[src/rtl/rxp_pkg.sv]
package rxp_pkg;
  localparam int BYTE_W = 8;
  localparam int LANES  = 4;
  localparam int WORD_W = BYTE_W * LANES;
  localparam int NB_W   = $clog2(LANES + 1);
  localparam int CNT_W  = $clog2(LANES);

  typedef struct packed {
    logic              last;
    logic [NB_W-1:0]   nbytes;
    logic [WORD_W-1:0] data;
  } rx_word_t;
endpackage

[src/rtl/rxp_close_ctrl.sv]
module rxp_close_ctrl (
  input  logic clk,
  input  logic rst,
  input  logic flush,
  input  logic sw_close,
  input  logic close_ack,
  output logic close_pend
);
  always_ff @(posedge clk) begin
    if (rst || flush)   close_pend <= 1'b0;
    else if (sw_close)  close_pend <= 1'b1;
    else if (close_ack) close_pend <= 1'b0;
  end
endmodule

[src/rtl/rxp_lane_packer.sv]
module rxp_lane_packer
  import rxp_pkg::*;
(
  input  logic              clk,
  input  logic              rst,
  input  logic              flush,
  input  logic              rx_en,
  input  logic              byte_valid,
  input  logic [BYTE_W-1:0] byte_data,
  input  logic              frame_end,
  input  logic              close_pend,
  input  logic              fifo_full,
  output rx_word_t          hold_q,
  output logic              fifo_wr,
  output logic              close_ack,
  output logic              stall,
  output logic              overflow,
  output logic [CNT_W-1:0]  pend_cnt
);
  logic [CNT_W-1:0]  cnt_q;
  logic [WORD_W-1:0] acc_q, acc_nx;
  logic              hold_v_q;
  logic              live, take, closing, emit, drop;
  logic [NB_W-1:0]   new_n;

  always_comb begin
    stall     = hold_v_q & fifo_full;
    fifo_wr   = hold_v_q & ~fifo_full;
    live      = ~flush & ~stall;
    take      = live & rx_en & byte_valid;
    closing   = live & ((rx_en & frame_end) | close_pend);
    close_ack = live & close_pend;
    drop      = ~flush & stall & rx_en & byte_valid;
    new_n     = {1'b0, cnt_q} + NB_W'(take);
    acc_nx    = acc_q;
    for (int l = 0; l < LANES; l++) begin
      if (take && cnt_q == CNT_W'(l)) acc_nx[l*BYTE_W +: BYTE_W] = byte_data;
    end
    emit = (closing | (take & (cnt_q == CNT_W'(LANES-1)))) & (new_n != '0);
  end

  always_ff @(posedge clk) begin
    if (rst || flush) begin
      cnt_q    <= '0;
      acc_q    <= '0;
      hold_v_q <= 1'b0;
      hold_q   <= '0;
      overflow <= 1'b0;
    end else begin
      if (emit) begin
        hold_q.last   <= closing;
        hold_q.nbytes <= new_n;
        hold_q.data   <= acc_nx;
        hold_v_q      <= 1'b1;
        cnt_q         <= '0;
        acc_q         <= '0;
      end else begin
        hold_v_q <= stall;
        if (take) begin
          cnt_q <= cnt_q + 1'b1;
          acc_q <= acc_nx;
        end
      end
      if (drop) overflow <= 1'b1;
    end
  end

  assign pend_cnt = cnt_q;

  AST_IGNORE_DISABLED: assert property (@(posedge clk) disable iff (rst)
    (!rx_en && !close_pend && !flush) |=> $stable(cnt_q));
  AST_STALL_FREEZES: assert property (@(posedge clk) disable iff (rst)
    (stall && !flush) |=> $stable(cnt_q));
  AST_PARTIAL_IS_LAST: assert property (@(posedge clk) disable iff (rst)
    (hold_v_q && hold_q.nbytes != NB_W'(LANES)) |-> hold_q.last);
  AST_NBYTES_NONZERO: assert property (@(posedge clk) disable iff (rst)
    hold_v_q |-> (hold_q.nbytes != '0));
endmodule

[src/rtl/rxp_word_fifo.sv]
module rxp_word_fifo
  import rxp_pkg::*;
#(
  parameter int WORDS = 16
) (
  input  logic     clk,
  input  logic     rst,
  input  logic     flush,
  input  logic     wr_en,
  input  rx_word_t wdata,
  input  logic     rd_pop,
  output rx_word_t rdata,
  output logic     not_empty,
  output logic     full
);
  localparam int AW = $clog2(WORDS);

  rx_word_t    mem [WORDS];
  logic [AW:0] wptr, rptr;
  logic        wr_ok, rd_ok;

  assign full      = (wptr[AW] != rptr[AW]) && (wptr[AW-1:0] == rptr[AW-1:0]);
  assign not_empty = (wptr != rptr);
  assign wr_ok     = wr_en & ~full & ~flush;
  assign rd_ok     = rd_pop & not_empty & ~flush;
  assign rdata     = mem[rptr[AW-1:0]];

  always_ff @(posedge clk) begin
    if (wr_ok) mem[wptr[AW-1:0]] <= wdata;
  end

  always_ff @(posedge clk) begin
    if (rst || flush) begin
      wptr <= '0;
      rptr <= '0;
    end else begin
      if (wr_ok) wptr <= wptr + 1'b1;
      if (rd_ok) rptr <= rptr + 1'b1;
    end
  end

  AST_NO_OVERFLOW: assert property (@(posedge clk) disable iff (rst)
    wr_en |-> !full);
  AST_FLUSH_EMPTY: assert property (@(posedge clk) disable iff (rst)
    flush |=> !not_empty);
endmodule

[src/rtl/rx_word_packer.sv]
module rx_word_packer
  import rxp_pkg::*;
#(
  parameter int FIFO_BYTES = 64
) (
  input  logic              clk,
  input  logic              rst,
  input  logic              rx_en,
  input  logic              byte_valid,
  input  logic [BYTE_W-1:0] byte_data,
  input  logic              frame_end,
  input  logic              sw_close,
  input  logic              flush,
  input  logic              rd_pop,
  output logic              close_pend,
  output logic [CNT_W-1:0]  pend_cnt,
  output logic              rd_valid,
  output logic [WORD_W-1:0] rd_data,
  output logic [NB_W-1:0]   rd_nbytes,
  output logic              rd_last,
  output logic              fifo_full,
  output logic              stall,
  output logic              overflow
);
  localparam int WORDS = FIFO_BYTES / LANES;

  rx_word_t hold_w, head_w;
  logic     fifo_wr, close_ack;

  rxp_close_ctrl u_close (
    .clk        (clk),
    .rst        (rst),
    .flush      (flush),
    .sw_close   (sw_close),
    .close_ack  (close_ack),
    .close_pend (close_pend)
  );

  rxp_lane_packer u_pack (
    .clk        (clk),
    .rst        (rst),
    .flush      (flush),
    .rx_en      (rx_en),
    .byte_valid (byte_valid),
    .byte_data  (byte_data),
    .frame_end  (frame_end),
    .close_pend (close_pend),
    .fifo_full  (fifo_full),
    .hold_q     (hold_w),
    .fifo_wr    (fifo_wr),
    .close_ack  (close_ack),
    .stall      (stall),
    .overflow   (overflow),
    .pend_cnt   (pend_cnt)
  );

  rxp_word_fifo #(.WORDS(WORDS)) u_fifo (
    .clk       (clk),
    .rst       (rst),
    .flush     (flush),
    .wr_en     (fifo_wr),
    .wdata     (hold_w),
    .rd_pop    (rd_pop),
    .rdata     (head_w),
    .not_empty (rd_valid),
    .full      (fifo_full)
  );

  assign rd_data   = head_w.data;
  assign rd_nbytes = head_w.nbytes;
  assign rd_last   = head_w.last;

  AST_CLOSE_CLEARS: assert property (@(posedge clk) disable iff (rst)
    (close_pend && !stall && !flush && !sw_close) |=> !close_pend);
endmodule

[config.mk]
export PLATFORM = sky130hd
export DESIGN_NAME = rx_word_packer
export DESIGN_NICKNAME = d
export VERILOG_FILES = /design/src/rtl/rxp_pkg.sv /design/src/rtl/rxp_close_ctrl.sv /design/src/rtl/rxp_lane_packer.sv /design/src/rtl/rxp_word_fifo.sv /design/src/rtl/rx_word_packer.sv
export SDC_FILE = /design/constraint.sdc
export NUM_CORES = 1
export LEC_CHECK = 0
export BUFFER_PORTS_ARGS = -buffer_cell sky130_fd_sc_hd__buf_2
export CAP_MARGIN = 20
export CORE_UTILIZATION = 60
export DETAILED_ROUTE_END_ITERATION = 6
export HOLD_SLACK_MARGIN = 0.15
export PLACE_DENSITY_LB_ADDON = 0.15
export SLEW_MARGIN = 0
export SYNTH_ARGS = -nofsm -noshare
export SYNTH_HDL_FRONTEND = slang
export SYNTH_HIERARCHICAL = 1
export SYNTH_SLANG_ARGS = --single-unit
[constraint.sdc]
create_clock -name clk -period 16.4 [get_ports clk]
set_input_delay 2.46 -clock clk [delete_from_list [all_inputs] [get_ports clk]]
set_output_delay 2.46 -clock clk [all_outputs]
set_load 0.03 [all_outputs]
[Yosys cells after proc, flatten, opt, wreduce, memory -nomap -nowiden]
Memory sizes are Yosys's and may differ from the RTL's. A register that Yosys moved wholly into a read port is not among the register bits.
Index checks and enable logic that the tools add are counted.
Cells by class
  add/sub/neg operators: 4
  $mul: 0
  divide/modulo/power cells: 0
  order comparisons: 0
  equality and inequality tests: 6
  shift-type cells: 0
  multiplexer cells: 11
  bitwise logic cells: 22
  reductions and logical operators: 10
Operators by type and width (number)
  two-way mux 8 bit: 4
  bitwise AND 1 bit: 17
  adder 5 x 1 -> 5 bit, second input constant: 2
  two-way mux 4 bit: 2
  logical AND 1 bit: 5
  two-way mux 1 bit: 5
  != test 5 bit: 1
  equality test 2 bit, second input constant: 2
  equality test 4 bit: 1
  adder 2 x 1 -> 3 bit: 1
  inverter 1 bit: 3
  nonzero test 3 bit: 1
  adder 2 x 1 -> 2 bit, second input constant: 1
  equality test 2 x 1 -> 1 bit, second input constant: 1
  zero test 2 bit: 1
  bitwise OR 1 bit: 2
  nonzero test 2 bit: 1
  OR reduction 2 bit: 1
  logical OR 1 bit: 1
  != test 1 bit: 1
Word-level totals
  register bits: 83
  bits in latches: 0
  memory bits (writable): 576
  bits in read-only memories: 0
  input bits: 16
  output and inout bits: 43
  word-level logic and storage cells: 64
  memories kept: 1
Memories
  u_fifo.mem: words 16, bits a word 36, rd ports 1, clocked after Yosys merged registers in 1, wr ports 1, RTL line rxp_word_fifo.sv:18  | rx_word_t mem [WORDS];

[Longest topological paths before layout]
  word-level depth: 11
  depth in mapped cells: 15
  mapped depth without buffers: 11

[By module]
The synthesis kept the hierarchy.
Modules (own cells, without submodules)
  rxp_word_fifo: times used 1, cells each 908, area an instance 22516.6 um^2, sequential area each 17576.9 um^2
  rxp_lane_packer: times used 1, cells each 267, area an instance 2927.8 um^2, sequential area each 1441.4 um^2
  rxp_close_ctrl: times used 1, cells each 4, area an instance 45.0 um^2, sequential area each 20.0 um^2

[Worst setup path after synthesis]
No wires, ideal clock.
  path kind: input to register
  start: input flush
  end: memory u_fifo/mem[0][0] (netlist bit), enable pin
  library setup time: 0.519 ns
  arrival time: 6.250 ns
  data required time: 15.881 ns
  slack: 9.632 ns
  stages on the path: 3
  buffers on the path: 1
  cell sequence: clkbuf_1 -> nand2b_1 -> nor4_1
Between the ends
  word-level cells in the longest chain between the ends: 4
RTL lines
  start, declared: RTL line rx_word_packer.sv:13  | input logic flush,
  inverter 1 bit: RTL line rxp_word_fifo.sv:24  | assign wr_ok = wr_en & ~full & ~flush;
  bitwise AND 1 bit: RTL line rxp_word_fifo.sv:24
  two-way mux 1 bit: RTL line rxp_word_fifo.sv:29  | if (wr_ok) mem[wptr[AW-1:0]] <= wdata;
  two-way mux 1 bit (implied by the code): RTL line rxp_word_fifo.sv:29
  end, declared: RTL line rxp_word_fifo.sv:18
No other way between the ends.

==> PnR_summary.wiki <==
{| class="wikitable"
! Metric !! Value
|-
| Status || complete, no violations
|-
| Clock transition at the registers of the reported paths || 0.06 ns
|-
| Final Setup Violations || 0
|-
| Global router's overall resource usage || 0.2487
|-
| Quantity of gates resized following cts || 0
|-
| Max Fanout on Critical Path || 40
|-
| Antenna-violating nets left || 0
|-
| Drt pass-1 iters || 7
|-
| Number of pins exceeding their max-slew limit in the final report || 0
|-
| Count of standard-cell rows || 75
|-
| Peak supply drop || 93.00 uV
|-
| Fillers || 2648
|-
| Largest net degree at the start of global routing || 75
|-
| Crit path required time || 13.94 ns
|-
| Final Hold Violating Endpoints || 0
|-
| Classification of the worst-slack hold path || reg -> reg
|-
| Kind of critical path || reg -> out
|-
| Final weighted congestion in routability-driven placement || 0.7520
|-
| Sequential-to-total area share from yosys stat || 0.7469
|-
| Die outline height || 208.1 um
|-
| Cell area after placement || 26330 um2
|-
| DR WL/cell || 28.13 um
|-
| Post-synth net total || 1206
|-
| Dominant synthesized flop cell || sky130_fd_sc_hd__edfxtp_1
|-
| Static leakage || 0.008935 uW
|-
| Nets || 1290
|-
| Mean area per synthesized cell || 21.62 um2
|-
| Initial detailed-routing violation count || 1227
|-
| R2R setup slack || 12.35 ns
|-
| Total setup buffers inserted after CTS || 0
|-
| Number of buffers created by CTS || 67
|-
| Worst slew slack as a fraction of its limit || 0.2596
|-
| Port Buffers || 58
|-
| Area growth syn-to-layout || 11.14%
|-
| Post-Route Skew || 0.01911 ns
|-
| Count of hold-fix buffers inserted at cts || 0
|-
| Antenna Diode Count || 0
|-
| Ratio of total power to cell area || 113.9 nW/um2
|-
| Die ar. || 43310 um2
|-
| Highest-delay cell along the critical path || sky130_fd_sc_hd__buf_4
|-
| Vias in the first global route || 12320
|-
| Yosys warnings || 6
|-
| Initial antenna violation count || 1
|-
| Post-place setup slack || 10.28 ns
|-
| Leading cell types in the layout, fill and taps excluded || sky130_fd_sc_hd__edfxtp_1 (576), sky130_fd_sc_hd__mux4_2 (180), sky130_fd_sc_hd__dfxtp_1 (83)
|-
| Setup repair after global routing missed its margin || false
|-
| Number of ports placed on the die boundary || 59
|-
| Area share of the leading cell type in the synthesized netlist || 0.6786
|-
| Longest Clk Path Bufs || 3
|-
| Nature of the critical path endpoint || output pin
|-
| Flop and latch count out of synthesis || 663
|-
| Achievable clock frequency || 152.7 MHz
|-
| TritonCTS sink count || 663
|-
| Core area || 41950 um2
|-
| Library cell used as clock root buffer || sky130_fd_sc_hd__clkbuf_16
|-
| Starting density of the core || 0.6077
|-
| Die extent in x || 208.1 um
|-
| Number of enable-type register cells in the synthesized netlist || 576
|-
| Number of violations of the max-capacitance limit || 0
|-
| Setup crit start kind || flip-flop
|-
| Async set-reset flop share out of synthesis || 0
|-
| Share of final-layout standard cells stronger than drive strength 1 || 0.3109
|-
| Via count || 12004
|-
| Top cells by area in the synthesized netlist || sky130_fd_sc_hd__edfxtp_1 (68%), sky130_fd_sc_hd__mux4_2 (16%), sky130_fd_sc_hd__dfxtp_1 (6.8%), sky130_fd_sc_hd__mux2i_1 (1.6%), sky130_fd_sc_hd__a211oi_2 (1.4%)
|-
| H-Tree Level Count || 3
|-
| Remaining design rule violation count || 0
|-
| Number of distinct library cells after synthesis || 53
|-
| Synthesized netlist cell count || 1179
|-
| Final critical-path share of the clock period || 0.3993
|-
| Sum of negative setup slack || 0 ns
|-
| Leading area contributor after synthesis || sky130_fd_sc_hd__edfxtp_1
|-
| Maximum cell stage delay along the critical path || 0.77 ns
|-
| Global-route wire length before repair || 77910 um
|-
| Post-DP HPWL || 25420 um
|-
| Final standard cell utilization of the core || 0.6753
|-
| Total gr overflow || 0
|-
| Per-cell via count in the routed design || 6.496
|-
| Worst setup slack after layout || 9.852 ns
|-
| Most frequent standard cell in the layout excluding fill and tap cells || sky130_fd_sc_hd__edfxtp_1
|-
| CP Cell Sequence || buf_4, buf_4, mux4_2, mux4_2, buf_2
|-
| Clock latency on the worst-skew pair || 0.57 ns
|-
| Slew at the pin closest to its max-slew limit || 1.111 ns
|-
| Period minus WS final || 6.548 ns
|-
| TritonCTS clock tree || yes
|-
| Synth Cell Area || 25490 um2
|-
| Summed area of non-filler cells in the final layout || 28330 um2
|-
| Arrival time of the worst setup path || 4.09 ns
|-
| Wire length after detailed routing || 51990 um
|}
cell type report:
| class | instances | area, um2 | area share |
|---|---|---|---|
| clock buffers | 98 | 1888 | 0.06665 |
| clock inverters | 17 | 80.08 | 0.002827 |
| multi-input cells | 437 | 6092 | 0.2151 |
| flip-flops and latches | 663 | 19050 | 0.6725 |
| inverters | 10 | 37.54 | 0.001325 |
| repair buffers | 84 | 505.5 | 0.01784 |
| well taps | 539 | 674.4 | 0.02381 |
worst max-delay path: cells and delay by family, from the launching register on:
family                 cells  cell delay [ns]
buffers and inverters      3             1.67
muxes                      2             1.12
DFF                        1             0.65
cells in the mapped netlist (4+ instances only):
library cell,count
sky130_fd_sc_hd__a211oi_1,4
sky130_fd_sc_hd__a211oi_2,29
sky130_fd_sc_hd__a21oi_1,37
sky130_fd_sc_hd__buf_2,23
sky130_fd_sc_hd__buf_6,17
sky130_fd_sc_hd__clkbuf_1,26
sky130_fd_sc_hd__dfxtp_1,87
sky130_fd_sc_hd__edfxtp_1,576
sky130_fd_sc_hd__ha_1,11
sky130_fd_sc_hd__inv_1,9
sky130_fd_sc_hd__mux2i_1,40
sky130_fd_sc_hd__mux4_2,180
sky130_fd_sc_hd__nand2_1,15
sky130_fd_sc_hd__nand2b_1,4
sky130_fd_sc_hd__nand3_1,4
sky130_fd_sc_hd__nand4_1,4
sky130_fd_sc_hd__nor2_1,38
sky130_fd_sc_hd__nor3_1,7
sky130_fd_sc_hd__nor4_1,10
sky130_fd_sc_hd__or3_1,4
sky130_fd_sc_hd__xnor2_1,6
final timing paths:
kind | startpoint | endpoint | cells past startpoint
worst min register to register | u_pack/overflow | u_pack/overflow | 2
worst min-delay path | u_pack/overflow | u_pack/overflow | 2
worst max register to register | u_fifo/wptr[2] | u_pack/hold_q[12] | 12
worst max-delay path | flip-flop | rd_last | 5
where the power goes:
part           switching [uW]  total (uW)  internal, uW  leakage (uW)
Clock                     586        1380           795      0.000965
Combinational            19.8        28.5          8.69       0.00171
Sequential               3.99        1820          1810       0.00626
Total                     610        3230          2620       0.00893
stage by stage:
| stage | std cells | hold slack (ns) | power, uW |
|---|---|---|---|
| 4_1_cts | 1847 | 0.4762 | 3249 |
| 5_1_grt | 1848 | 0.5240 | 3315 |
| 3_5_place_dp | 1732 | 0.4637 | 1878 |
| 2_1_floorplan | 1179 | 0.4563 | 1870 |
| 3_3_place_gp | 1732 | 0.4563 | 1877 |
| 6_report | 1848 | 0.4708 | 3225 |
state kept, by name (all words and copies together), names as in the netlist, named ones only:
| register | cells |
|---|---|
| u_fifo/mem | 576 |
| u_pack/hold_q | 36 |
| u_fifo/rptr | 5 |
| u_pack/pend_cnt | 2 |
| u_pack/acc_q | 32 |
| u_pack/hold_v_q | 1 |
| u_fifo/wptr | 5 |
| u_close/close_pend | 1 |
| u_pack/overflow | 1 |
layer usage:
metal	GRT usage	vias up	wire [um]
met5	0	-	17
met4	0.07024	2	1011
met3	0.03834	87	3227
met2	0.3904	440	25380
met1	0.3703	6388	22360
li1	-	5087	-
logic make-up after synthesis:
logic type | count (synthesis) | synth area share
AOI/OAI and AO/OA | 95 | 0.03176
xor gates and xnor gates | 7 | 0.002405
adders and majority gates | 11 | 0.005399
buffers and inverters | 79 | 0.01792
DFF | 663 | 0.7469
muxes | 220 | 0.1747
and+or+nand+nor | 104 | 0.02086
Note: power is estimated with default switching activity, not from simulation.
